### config.mk
export PLATFORM = sky130hd
export DESIGN_NAME = periph_irq_status
export DESIGN_NICKNAME = d
export VERILOG_FILES = /design/src/rtl/periph_irq_pkg.sv /design/src/rtl/periph_irq_ctl.sv /design/src/rtl/periph_irq_dp.sv /design/src/rtl/periph_irq_status.sv
export SDC_FILE = /design/constraint.sdc
export NUM_CORES = 1
export LEC_CHECK = 0
export CAP_MARGIN = 40
export CORE_UTILIZATION = 33
export CTS_BUF_LIST = sky130_fd_sc_hd__clkbuf_8
export DETAILED_ROUTE_END_ITERATION = 10
export GPL_ROUTABILITY_DRIVEN = 0
export GPL_TIMING_DRIVEN = 0
export PLACE_DENSITY_LB_ADDON = 0.25
export SLEW_MARGIN = 10
export SYNTH_ARGS = -nofsm -noshare
export SYNTH_HDL_FRONTEND = slang
export SYNTH_SLANG_ARGS = --single-unit
export TNS_END_PERCENT = 100
### constraint.sdc
create_clock -name clk -period 0.9 [get_ports clk]
set_clock_uncertainty 0.1 [all_clocks]
set_input_delay 0.09 -clock clk [delete_from_list [all_inputs] [get_ports clk]]
set_output_delay 0.09 -clock clk [all_outputs]
set_load 0.1 [all_outputs]
### src/rtl/periph_irq_pkg.sv
package periph_irq_pkg;
  localparam int FLAG_W = 5;
  localparam int BIT_SRX = 4;
  localparam int BIT_STX = 3;
  localparam int BIT_PWR = 2;
  localparam int BIT_PRD = 1;
  localparam int BIT_INT = 0;

  typedef struct packed {
    logic [FLAG_W-1:0] setVec;
    logic [FLAG_W-1:0] clrVec;
  } flagStrobes_t;
endpackage

### src/rtl/periph_irq_ctl.sv
module periph_irq_ctl
  import periph_irq_pkg::*;
#(
  parameter int SYNC_STAGES = 2
) (
  input  logic clk,
  input  logic rstN,
  input  logic serRxFull,
  input  logic serTxEmpty,
  input  logic extParWr,
  input  logic extParRd,
  input  logic passiveMode,
  input  logic intPin,
  input  logic intAck,
  input  logic cpuSerRd,
  input  logic cpuSerWr,
  input  logic cpuParRd,
  input  logic cpuParWr,
  input  logic intEnable,
  output flagStrobes_t strobes,
  output logic parBusRd,
  output logic parBusWr
);
  logic [SYNC_STAGES-1:0] pinSync;
  logic pinPrev;
  logic ackPrev;
  logic pinRise;
  logic ackFall;

  always_ff @(posedge clk) begin
    if (!rstN) begin
      pinSync <= '0;
      pinPrev <= 1'b0;
      ackPrev <= 1'b0;
    end else begin
      pinSync <= {pinSync[SYNC_STAGES-2:0], intPin};
      pinPrev <= pinSync[SYNC_STAGES-1];
      ackPrev <= intAck;
    end
  end

  assign pinRise = pinSync[SYNC_STAGES-1] & ~pinPrev;
  assign ackFall = ackPrev & ~intAck;

  always_comb begin
    strobes = '0;
    strobes.setVec[BIT_SRX] = serRxFull;
    strobes.setVec[BIT_STX] = serTxEmpty;
    strobes.setVec[BIT_PWR] = extParWr & passiveMode;
    strobes.setVec[BIT_PRD] = extParRd & passiveMode;
    strobes.setVec[BIT_INT] = pinRise & intEnable;
    strobes.clrVec[BIT_SRX] = cpuSerRd;
    strobes.clrVec[BIT_STX] = cpuSerWr;
    strobes.clrVec[BIT_PWR] = cpuParRd;
    strobes.clrVec[BIT_PRD] = cpuParWr;
    strobes.clrVec[BIT_INT] = ackFall;
  end

  assign parBusRd = cpuParRd & ~passiveMode;
  assign parBusWr = cpuParWr & ~passiveMode;
endmodule

### src/rtl/periph_irq_dp.sv
module periph_irq_dp
  import periph_irq_pkg::*;
(
  input  logic clk,
  input  logic rstN,
  input  flagStrobes_t strobes,
  input  logic maskWr,
  input  logic [FLAG_W-1:0] maskIn,
  output logic [FLAG_W-1:0] statusOut,
  output logic [FLAG_W-1:0] maskOut,
  output logic intEnable,
  output logic irqOut
);
  logic [FLAG_W-1:0] flagReg;
  logic [FLAG_W-1:0] maskHold;
  logic [FLAG_W-1:0] maskActive;

  for (genvar i = 0; i < FLAG_W; i++) begin : g_flag
    always_ff @(posedge clk) begin
      if (!rstN) flagReg[i] <= 1'b0;
      else if (strobes.setVec[i]) flagReg[i] <= 1'b1;
      else if (strobes.clrVec[i]) flagReg[i] <= 1'b0;
    end
  end

  always_ff @(posedge clk) begin
    if (!rstN) begin
      maskHold   <= '0;
      maskActive <= '0;
    end else begin
      maskActive <= maskHold;
      if (maskWr) maskHold <= maskIn;
    end
  end

  assign statusOut = flagReg;
  assign maskOut   = maskHold;
  assign intEnable = maskActive[BIT_INT];
  assign irqOut    = |(flagReg & maskActive);
endmodule

### src/rtl/periph_irq_status.sv
module periph_irq_status
  import periph_irq_pkg::*;
(
  input  logic clk,
  input  logic rstN,
  input  logic serRxFull,
  input  logic serTxEmpty,
  input  logic extParWr,
  input  logic extParRd,
  input  logic passiveMode,
  input  logic intPin,
  input  logic intAck,
  input  logic cpuSerRd,
  input  logic cpuSerWr,
  input  logic cpuParRd,
  input  logic cpuParWr,
  input  logic maskWr,
  input  logic [4:0] maskIn,
  output logic [4:0] statusOut,
  output logic [4:0] maskOut,
  output logic irqOut,
  output logic parBusRd,
  output logic parBusWr
);
  flagStrobes_t strobes;
  logic intEnable;

  periph_irq_ctl #(.SYNC_STAGES(2)) u_ctl (
    .clk(clk), .rstN(rstN),
    .serRxFull(serRxFull), .serTxEmpty(serTxEmpty),
    .extParWr(extParWr), .extParRd(extParRd),
    .passiveMode(passiveMode), .intPin(intPin), .intAck(intAck),
    .cpuSerRd(cpuSerRd), .cpuSerWr(cpuSerWr),
    .cpuParRd(cpuParRd), .cpuParWr(cpuParWr),
    .intEnable(intEnable), .strobes(strobes),
    .parBusRd(parBusRd), .parBusWr(parBusWr)
  );

  periph_irq_dp u_dp (
    .clk(clk), .rstN(rstN), .strobes(strobes),
    .maskWr(maskWr), .maskIn(maskIn),
    .statusOut(statusOut), .maskOut(maskOut),
    .intEnable(intEnable), .irqOut(irqOut)
  );
endmodule

==> reports/results.tsv, run 1 <==
stage	metric	value	unit
outcome	status	complete, but fails checks	
outcome	violations	negative setup slack	
sta	final.period_utilization	169	%
worst_setup_path	crit_arrival	1330	ps
yosys	synthCells	59	
sta	fin_tns_setup	-2250	ps
yosys	synth.most_common_cell	dfxtp_1	
sta	slew_headroom	68.5	%
place	portBuffers	30	
route	drtAntennaViolNets	0	
route	via_per_inst	4.36	
route	drc	0	
clock_tree	cts_inserted_buffers	3	
sta	worstMarginPinSlew	472	ps
clock_tree	clk_latency	250	ps
sta	max_freq	657	MHz
route	wl_per_cell	11.7	um
global_route	grt_pass1_vias	551	
yosys	synth_area_leader_cell	dfxtp_1	
clock_tree	clock_path_buffers	2	
route	drt_iter0_drc	3	
global_route	grt_antenna_before_repair	0	
worst_setup_path	cp_data_required_time	710	ps
yosys	synth_cell_type_count	15	
clock_tree	htreeDepth	1	
cells_and_area	regArea	418	sq um
cells_and_area	fin_util	76.0	%
cells_and_area	nNetsFinal	127	
floorplanning	ios	32	
floorplanning	core_area	1800	sq um
yosys	synth_warnings	0	
floorplanning	fp.dieW	46.6	um
yosys	syn-num-nets	78	
sta	postLayoutSetupSlackWorst	-622	ps
job	maxCapViolCount	0	
yosys	synthTopCellsByCount	dfxtp_1 (19), and2_1 (9), nor2b_1 (9)	
clock_tree	cts.sinks	19	
cells_and_area	multi_input_area	280	sq um
yosys	seq_area_frac_synth	57.9	%
yosys	avgSynthCellArea	11.1	sq um
yosys	ys_async_sr_fraction	0	%
clock_tree	root_buffer	clkbuf_8	
worst_setup_path	crit_type	flop to primary output	
route	vias	576	
floorplanning	die_area	2170	sq um
global_route	grt_max_degree	12	
power	cellInternalPower	1.46	mW
floorplanning	dieHeight	46.6	um
yosys	synth_area	657	sq um
worst_setup_path	cp_max_fo	2	
yosys	synth-edff-count	0	
worst_setup_path	start_kind	flop	
cells_and_area	final_layout_size_suffix_gt1_share	44.9	%
power	p_comb_share	29.1	%
clock_tree	clk_pin_slew	70	ps
sta	setup_viol	11	
global_route	track_usage	17.0	%
sta	slew_viol_final	0	
cells_and_area	area_delta_synth_final	109	%
place	dp_hpwl	1060	um
sta	rsz0062_at_grt	true	
route	dr.pass1.iters	4	
power	powerDensity	1510	nW/um^2
clock_tree	cts_hold_buf	0	
route	wl	1550	um
sta	layout_min_cycle_time	1520	ps
power	power.share.clock	27.6	%
clock_tree	cts_tree	done	
power	switchingPower	0.612	mW
cells_and_area	final.fill_count	121	
power	p_leak	0.578	nW
power	seq_power_share	43.3	%
yosys	synth_top_area_share	57.9	%
floorplanning	num_rows	15	
global_route	grt_pass1_wl	2440	um
sta	finalHoldViolCount	0	
worst_setup_path	cp-end-kind	primary output	
global_route	grt_overflow	0	
min_path	hold_path_class	input port to flop	
yosys	ys_ff_latch	19	
yosys	yosys-top-cells-area	dfxtp_1 (58%), and2_1 (8.6%), nor2b_1 (8.6%)	
power	max-vdd-ir-drop	1.24	mV
floorplanning	initial_utilization	36.5	%
yosys	synth_top_flop_cell	dfxtp_1	
power	sw_frac_of_total	29.5	%
cells_and_area	antennaDiodeCount	0	
==> per-stage QoR <==
step	std cells	area, sq um	power [mW]	hold WS [ps]	worst slack (ps)
3_5_place_dp	127	1240	1.47	335	-815
6_report	132	1370	2.07	84.3	-622
5_1_grt	132	1370	2.15	108	-682
3_3_place_gp	114	1050	1.36	324	-1180
2_1_floorplan	59	717	1.21	112	-496
4_1_cts	133	1370	2.09	79.0	-637
==> cells by family after synthesis <==
| logic type | after synthesis | share of synthesized area (%) |
|---|---|---|
| AO/OA/AOI/OAI | 8 | 9.14 |
| AND/OR/NAND/NOR | 24 | 21.9 |
| flip-flops | 19 | 57.9 |
| multiplexers | 5 | 7.62 |
| buffers and inverters | 3 | 3.43 |
==> critical path, stage by stage (launching register included) <==
cell and delay (ps):
dfxtp_4 340, a222oi_1 460, nand2_4 90, buf_12 180
==> path summary, 6_finish.rpt <==
kind,cells after the start,startpoint,endpoint,slack (ps)
worst max-delay path,3,u_dp.statusOut[0],irqOut,-620
worst min-delay path,3,maskWr,u_dp.maskOut[2],80
worst max register to register,3,u_dp.maskOut[3],u_dp.maskOut[3],10
worst min register to register,1,u_ctl.pinSync[0],u_ctl.pinSync[1],340
==> registers in the layout (all words and copies together), names as in the netlist <==
name             flops
u_ctl.pinSync        2
u_dp.maskOut         5
u_dp.maskActive      5
u_ctl.ackPrev        1
u_ctl.pinPrev        1
u_dp.statusOut       5
==> cell type report <==
type / count / share of cell area (%)
well taps: 25 / 2.28
flip-flops and latches: 19 / 30.5
clock buffers: 3 / 3.01
inverters: 1 / 0.274
multi-input cells: 37 / 20.5
repair buffers: 44 / 41.7
plain buffers: 2 / 1.37
clock inverters: 1 / 0.365
==> power by group through the flow <==
stage          Combinational [mW]  Clock, mW  Sequential [mW]
2_1_floorplan               0.129          0             1.08
3_3_place_gp                0.452          0            0.909
5_1_grt                     0.630      0.621            0.901
6_report                    0.603      0.571            0.897
3_5_place_dp                0.557          0            0.911
4_1_cts                     0.608      0.591            0.894
==> metal layers <==
layer	share of wire (%)	up-vias	GRT usage, %
met2	54	20	30.8
met4	0.52	0	3.43
li1	-	291	-
met3	5.6	2	7.06
met5	0	-	0
met1	40	263	18.4
==> cells in the final DEF, fill, tap and decap left out, types with 2 or more instances in the layout <==
master           count
dlygate4sd2_1        3
dfxtp_4             10
nor2b_4              2
and2_1               9
buf_6               12
buf_4                3
a21boi_1             3
buf_12              13
mux2i_1              4
clkdlybuf4s50_1     13
nor2b_1              7
dfxtp_1              9
o21a_1               2
nand2b_1             2
clkbuf_8             3
nand2_1              2
==> what timing repair did <==
action,4_1_cts,5_1_grt
setup buffers,5,3
pin swaps,2,0
hold endpoints to repair,0,0
gates resized for setup,70,5
endpoints found under the setup margin,23,14
Power figures use the tool's default switching activity.
==> run 2: changes to the inputs <==
--- a/config.mk
+++ b/config.mk
@@ -6,11 +6,10 @@
 export NUM_CORES = 1
 export LEC_CHECK = 0
 export CAP_MARGIN = 40
-export CORE_UTILIZATION = 33
+export CORE_UTILIZATION = 40
 export CTS_BUF_LIST = sky130_fd_sc_hd__clkbuf_8
 export DETAILED_ROUTE_END_ITERATION = 10
 export GPL_ROUTABILITY_DRIVEN = 0
-export GPL_TIMING_DRIVEN = 0
 export PLACE_DENSITY_LB_ADDON = 0.25
 export SLEW_MARGIN = 10
 export SYNTH_ARGS = -nofsm -noshare
==> reports/results.tsv, run 2 (same netlist as run 1, synthesis figures left out) <==
stage	metric	value	unit
outcome	status	complete, but fails checks	
outcome	violations	negative setup slack	
sta	layout_min_cycle_time	1500	ps
sta	slew_headroom	79.4	%
clock_tree	clk_pin_slew	70	ps
clock_tree	clock_path_buffers	2	
clock_tree	cts_hold_buf	0	
clock_tree	cts.sinks	19	
cells_and_area	final_layout_size_suffix_gt1_share	42.3	%
power	max-vdd-ir-drop	1.32	mV
worst_setup_path	crit_arrival	1310	ps
global_route	grt_max_degree	20	
global_route	grt_pass1_vias	537	
floorplanning	ios	32	
power	powerDensity	1560	nW/um^2
route	drc	0	
sta	fin_tns_setup	-2210	ps
sta	finalHoldViolCount	0	
cells_and_area	antennaDiodeCount	0	
power	p_leak	0.566	nW
cells_and_area	mostFrequentLayoutCells	clkdlybuf4s50_1 (14), buf_12 (14), dfxtp_4 (10)	
global_route	grt_antenna_before_repair	0	
cells_and_area	area_delta_synth_final	103	%
min_path	hold_path.startpoint	passiveMode	
clock_tree	cts_tree	done	
worst_setup_path	max_stage_delay	350	ps
worst_setup_path	cp_max_fo	2	
worst_setup_path	path_cells	a222oi_1, buf_4, nand2_4, buf_12	
worst_setup_path	reg2reg_from	u_dp.statusOut[3]	
route	vias	588	
sta	setup_viol	14	
min_path	hold_path_class	input port to flop	
clock_tree	clk_latency	260	ps
sta	postLayoutSetupSlackWorst	-605	ps
sta	max_freq	665	MHz
worst_setup_path	cp.buffers_inverters	2	
floorplanning	num_rows	14	
route	wl_per_cell	15.7	um
cells_and_area	nNetsFinal	124	
worst_setup_path	start_kind	flop	
place	dpl_cell_area	1220	sq um
power	total_power	2.09	mW
worst_setup_path	crit_start	u_dp.statusOut[0]	
worst_setup_path	crit_type	flop to primary output	
global_route	grt_pass1_wl	2500	um
route	drt_iter0_drc	10	
place	dp.cells	111	
cells_and_area	fin_area	1330	sq um
floorplanning	dieHeight	42.5	um
floorplanning	fp.dieW	42.5	um
floorplanning	initial_utilization	43.1	%
place	dp_hpwl	997	um
global_route	track_usage	19.3	%
route	drtAntennaViolNets	0	
worst_setup_path	path_delay_family	flip-flops	
sta	worstMarginPinSlew	309	ps
clock_tree	htreeDepth	1	
floorplanning	die_area	1810	sq um
route	wl	1890	um
sta	final.period_utilization	167	%
worst_setup_path	slowest_stage	dfxtp_4	
sta	slew_viol_final	0	
job	maxCapViolCount	0	
route	dr.pass1.iters	4	
clock_tree	root_buffer	clkbuf_8	
floorplanning	core_area	1520	sq um
route	via_per_inst	4.90	
place	portBuffers	31	
clock_tree	cts_inserted_buffers	3	
sta	rsz0062_at_grt	true	
worst_setup_path	cp-end-kind	primary output	
cells_and_area	instances_no_fill	120	
global_route	grt_overflow	0	
worst_setup_path	cp_data_required_time	710	ps
run 2: worst paths after layout:
kind                                     endpoint  slack, ps  depth (start not counted)
worst max register to register  u_dp.statusOut[3]       -170                          4
worst min register to register   u_ctl.pinSync[1]        340                          1
worst max-delay path                       irqOut       -600                          4
worst min-delay path            u_dp.statusOut[2]         50                          3
run 2: report_power, final:
group | total, mW | internal, mW | switching [mW]
sequential | 0.902 | 0.870 | 0.0317
clock | 0.585 | 0.303 | 0.282
combinational | 0.599 | 0.276 | 0.324
run 2: per-layer routing:
layer  part of all wire [%]  GRT usage (%)  vias to the layer above
li1                       -              -                      284
met1                     39           23.0                      271
met2                     54           32.0                       29
met3                    5.1           3.88                        4
met4                    1.5           11.3                        0
met5                      0              0                        -
run 2: what timing repair did:
action / 4_1_cts / 5_1_grt
resized for setup: 11 / 10
endpoints found under the setup margin: 21 / 16
pin swaps: 1 / 0
cloned: 0 / 0
setup buffers: 4 / 3
run 2: worst register-to-register path, delay by kind of cell (launching register included):
family / cells / cell delay (ps)
and+or+nand+nor: 1 / 130
AOI/OAI and AO/OA: 1 / 150
DFF: 1 / 350
buffers and inverters: 2 / 240
run 2: area by class of cell:
class | instances | area [sq um]
clock buffer | 3 | 41.3
clock inverter | 1 | 3.75
fill | 68 | 190
inverter | 1 | 3.75
multi-input combinational | 37 | 284
sequential | 19 | 419
tap | 16 | 20.0
timing repair buffer | 43 | 562
run 2: metrics by stage:
| stage | worst slack, ps | hold WS, ps | utilization (%) |
|---|---|---|---|
| 2_1_floorplan | -496 | 112 | - |
| 3_3_place_gp | -320 | 322 | 80.3 |
| 3_5_place_dp | -377 | 322 | 80.3 |
| 4_1_cts | -633 | 143 | 86.1 |
| 5_1_grt | -684 | 95.1 | 87.5 |
| 6_report | -605 | 53.4 | 87.5 |
==> run 3: changes to the inputs <==
==> constraint.sdc (replaced) <==
create_clock -name clk -period 1.7 [get_ports clk]
set_clock_uncertainty 0.1 [all_clocks]
set_input_delay 0.17 -clock clk [delete_from_list [all_inputs] [get_ports clk]]
set_output_delay 0.17 -clock clk [all_outputs]
set_load 0.1 [all_outputs]
==> reports/results.tsv, run 3 (same netlist as run 1, synthesis figures left out) <==
stage	metric	value	unit
outcome	status	completed	
route	topRoutingLayerUsed	met3	
route	wl_met1	516	um
power	max-vdd-ir-drop	0.705	mV
sta	rsz0062_at_grt	false	
cells_and_area	final.fill_count	101	
route	dr.pass1.iters	4	
route	vias	512	
floorplanning	core_area	1520	sq um
route	wl	1140	um
global_route	grt_overflow	0	
sta	max_freq	652	MHz
clock_tree	cts_inserted_buffers	3	
global_route	grt_pass1_wl	1980	um
worst_setup_path	start_kind	flop	
route	drt_iter0_drc	6	
worst_setup_path	cp-end-kind	primary output	
global_route	grt_pass1_vias	448	
floorplanning	fp.dieW	42.5	um
power	powerDensity	909	nW/um^2
floorplanning	num_rows	14	
sta	postLayoutSetupSlackWorst	167	ps
place	post-place-ws	349	ps
min_path	hold_path_class	flop to flop	
route	dr_wl_met3	96	um
route	via_per_inst	4.74	
place	dpl_cell_area	1110	sq um
clock_tree	post_cts_buffers	0	
worst_setup_path	crit_type	flop to primary output	
clock_tree	clk_pin_slew	60	ps
sta	finalHoldViolCount	0	
sta	worstMarginPinSlew	468	ps
sta	slew_headroom	68.7	%
floorplanning	ios	32	
worst_setup_path	crit_arrival	1260	ps
clock_tree	root_buffer	clkbuf_8	
clock_tree	cts_tree	done	
cells_and_area	fin_area	1160	sq um
place	dp_hpwl	878	um
route	drc	0	
sta	slew_viol_final	0	
cells_and_area	antennaDiodeCount	0	
cells_and_area	mostFrequentLayoutCells	clkdlybuf4s50_1 (18), dfxtp_1 (14), buf_12 (13)	
power	p_leak	0.473	nW
worst_setup_path	max_stage_delay	370	ps
cells_and_area	regArea	387	sq um
sta	fin_tns_setup	0	ps
floorplanning	dieHeight	42.5	um
clock_tree	clock_path_buffers	2	
clock_tree	cts_resized	0	
floorplanning	initial_utilization	43.1	%
place	portBuffers	31	
cells_and_area	nNetsFinal	112	
route	dr_wl_met2	526	um
clock_tree	clk_latency	250	ps
clock_tree	cts_hold_buf	0	
global_route	grt_max_degree	20	
sta	layout_min_cycle_time	1530	ps
job	maxCapViolCount	0	
route	wl_per_cell	10.5	um
cells_and_area	multi_input_area	262	sq um
cells_and_area	area_delta_synth_final	76.2	%
cells_and_area	final_common_cell	clkdlybuf4s50_1	
worst_setup_path	slowest_stage	a222oi_1	
clock_tree	htreeDepth	1	
cells_and_area	final_layout_size_suffix_gt1_share	26.1	%
sta	final.period_utilization	90.2	%
clock_tree	cts.sinks	19	
global_route	track_usage	14.3	%
route	drtAntennaViolNets	0	
worst_setup_path	cp_max_fo	3	
floorplanning	die_area	1810	sq um
worst_setup_path	cp_data_required_time	1430	ps
global_route	grt_antenna_before_repair	0	
worst_setup_path	path_cells	a222oi_1, nand2_2, buf_12	
sta	setup_viol	0	
==> run 3: cell count changes in the layout (fill, tap and decap cells not counted), moves of 4 or more <==
cell,before,now
buf_4,4,0
dfxtp_1,8,14
dfxtp_2,1,5
clkdlybuf4s50_1,14,18
dfxtp_4,10,0
buf_6,7,0
==> run 3: final timing paths <==
path,from,to,slack [ps],cells past startpoint
setup / recovery,u_dp.statusOut[0],irqOut,170,3
hold / removal,u_ctl.pinSync[0],u_ctl.pinSync[1],360,1
setup reg to reg,u_dp.statusOut[3],u_dp.statusOut[3],870,2
hold reg to reg,u_ctl.pinSync[0],u_ctl.pinSync[1],360,1
==> run 3: layout make-up <==
cell class / count / area share [%]
inverters: 1 / 0.324
multi-input cells: 37 / 22.6
repair buffers: 31 / 38.1
clock buffers: 3 / 3.57
well taps: 16 / 1.73
clock inverters: 1 / 0.324
flip-flops and latches: 19 / 33.4
==> run 3: critical path: cells and delay by family, from the launching register on <==
kind	cells	cell delay [ps]
flip-flops	1	340
buffers and inverters	1	190
AND/OR/NAND/NOR	1	120
AO/OA/AOI/OAI	1	370
==> run 3: where the power goes <==
| part | total (mW) | internal (mW) | switching, mW |
|---|---|---|---|
| registers | 0.487 | 0.468 | 0.0189 |
| logic | 0.271 | 0.119 | 0.152 |
| clock network | 0.294 | 0.160 | 0.134 |
==> run 3: stage by stage <==
stage                     util (%)  hold WS (ps)  total power [mW]  cells
after floorplan                  -           192             0.646     59
after global placement        73.0           317             0.766    104
after detailed placement      73.0           328             0.769    104
after CTS                     75.9           356              1.06    108
after global routing          75.9           370              1.10    108
final                         75.9           356              1.05    108
==> run 3: metal layers <==
| metal | up-vias | global-route usage, % |
|---|---|---|
| met5 | - | 0 |
| met4 | 0 | 1.88 |
| li1 | 259 | - |
| met2 | 22 | 21.8 |
| met1 | 231 | 18.8 |
| met3 | 0 | 6.90 |
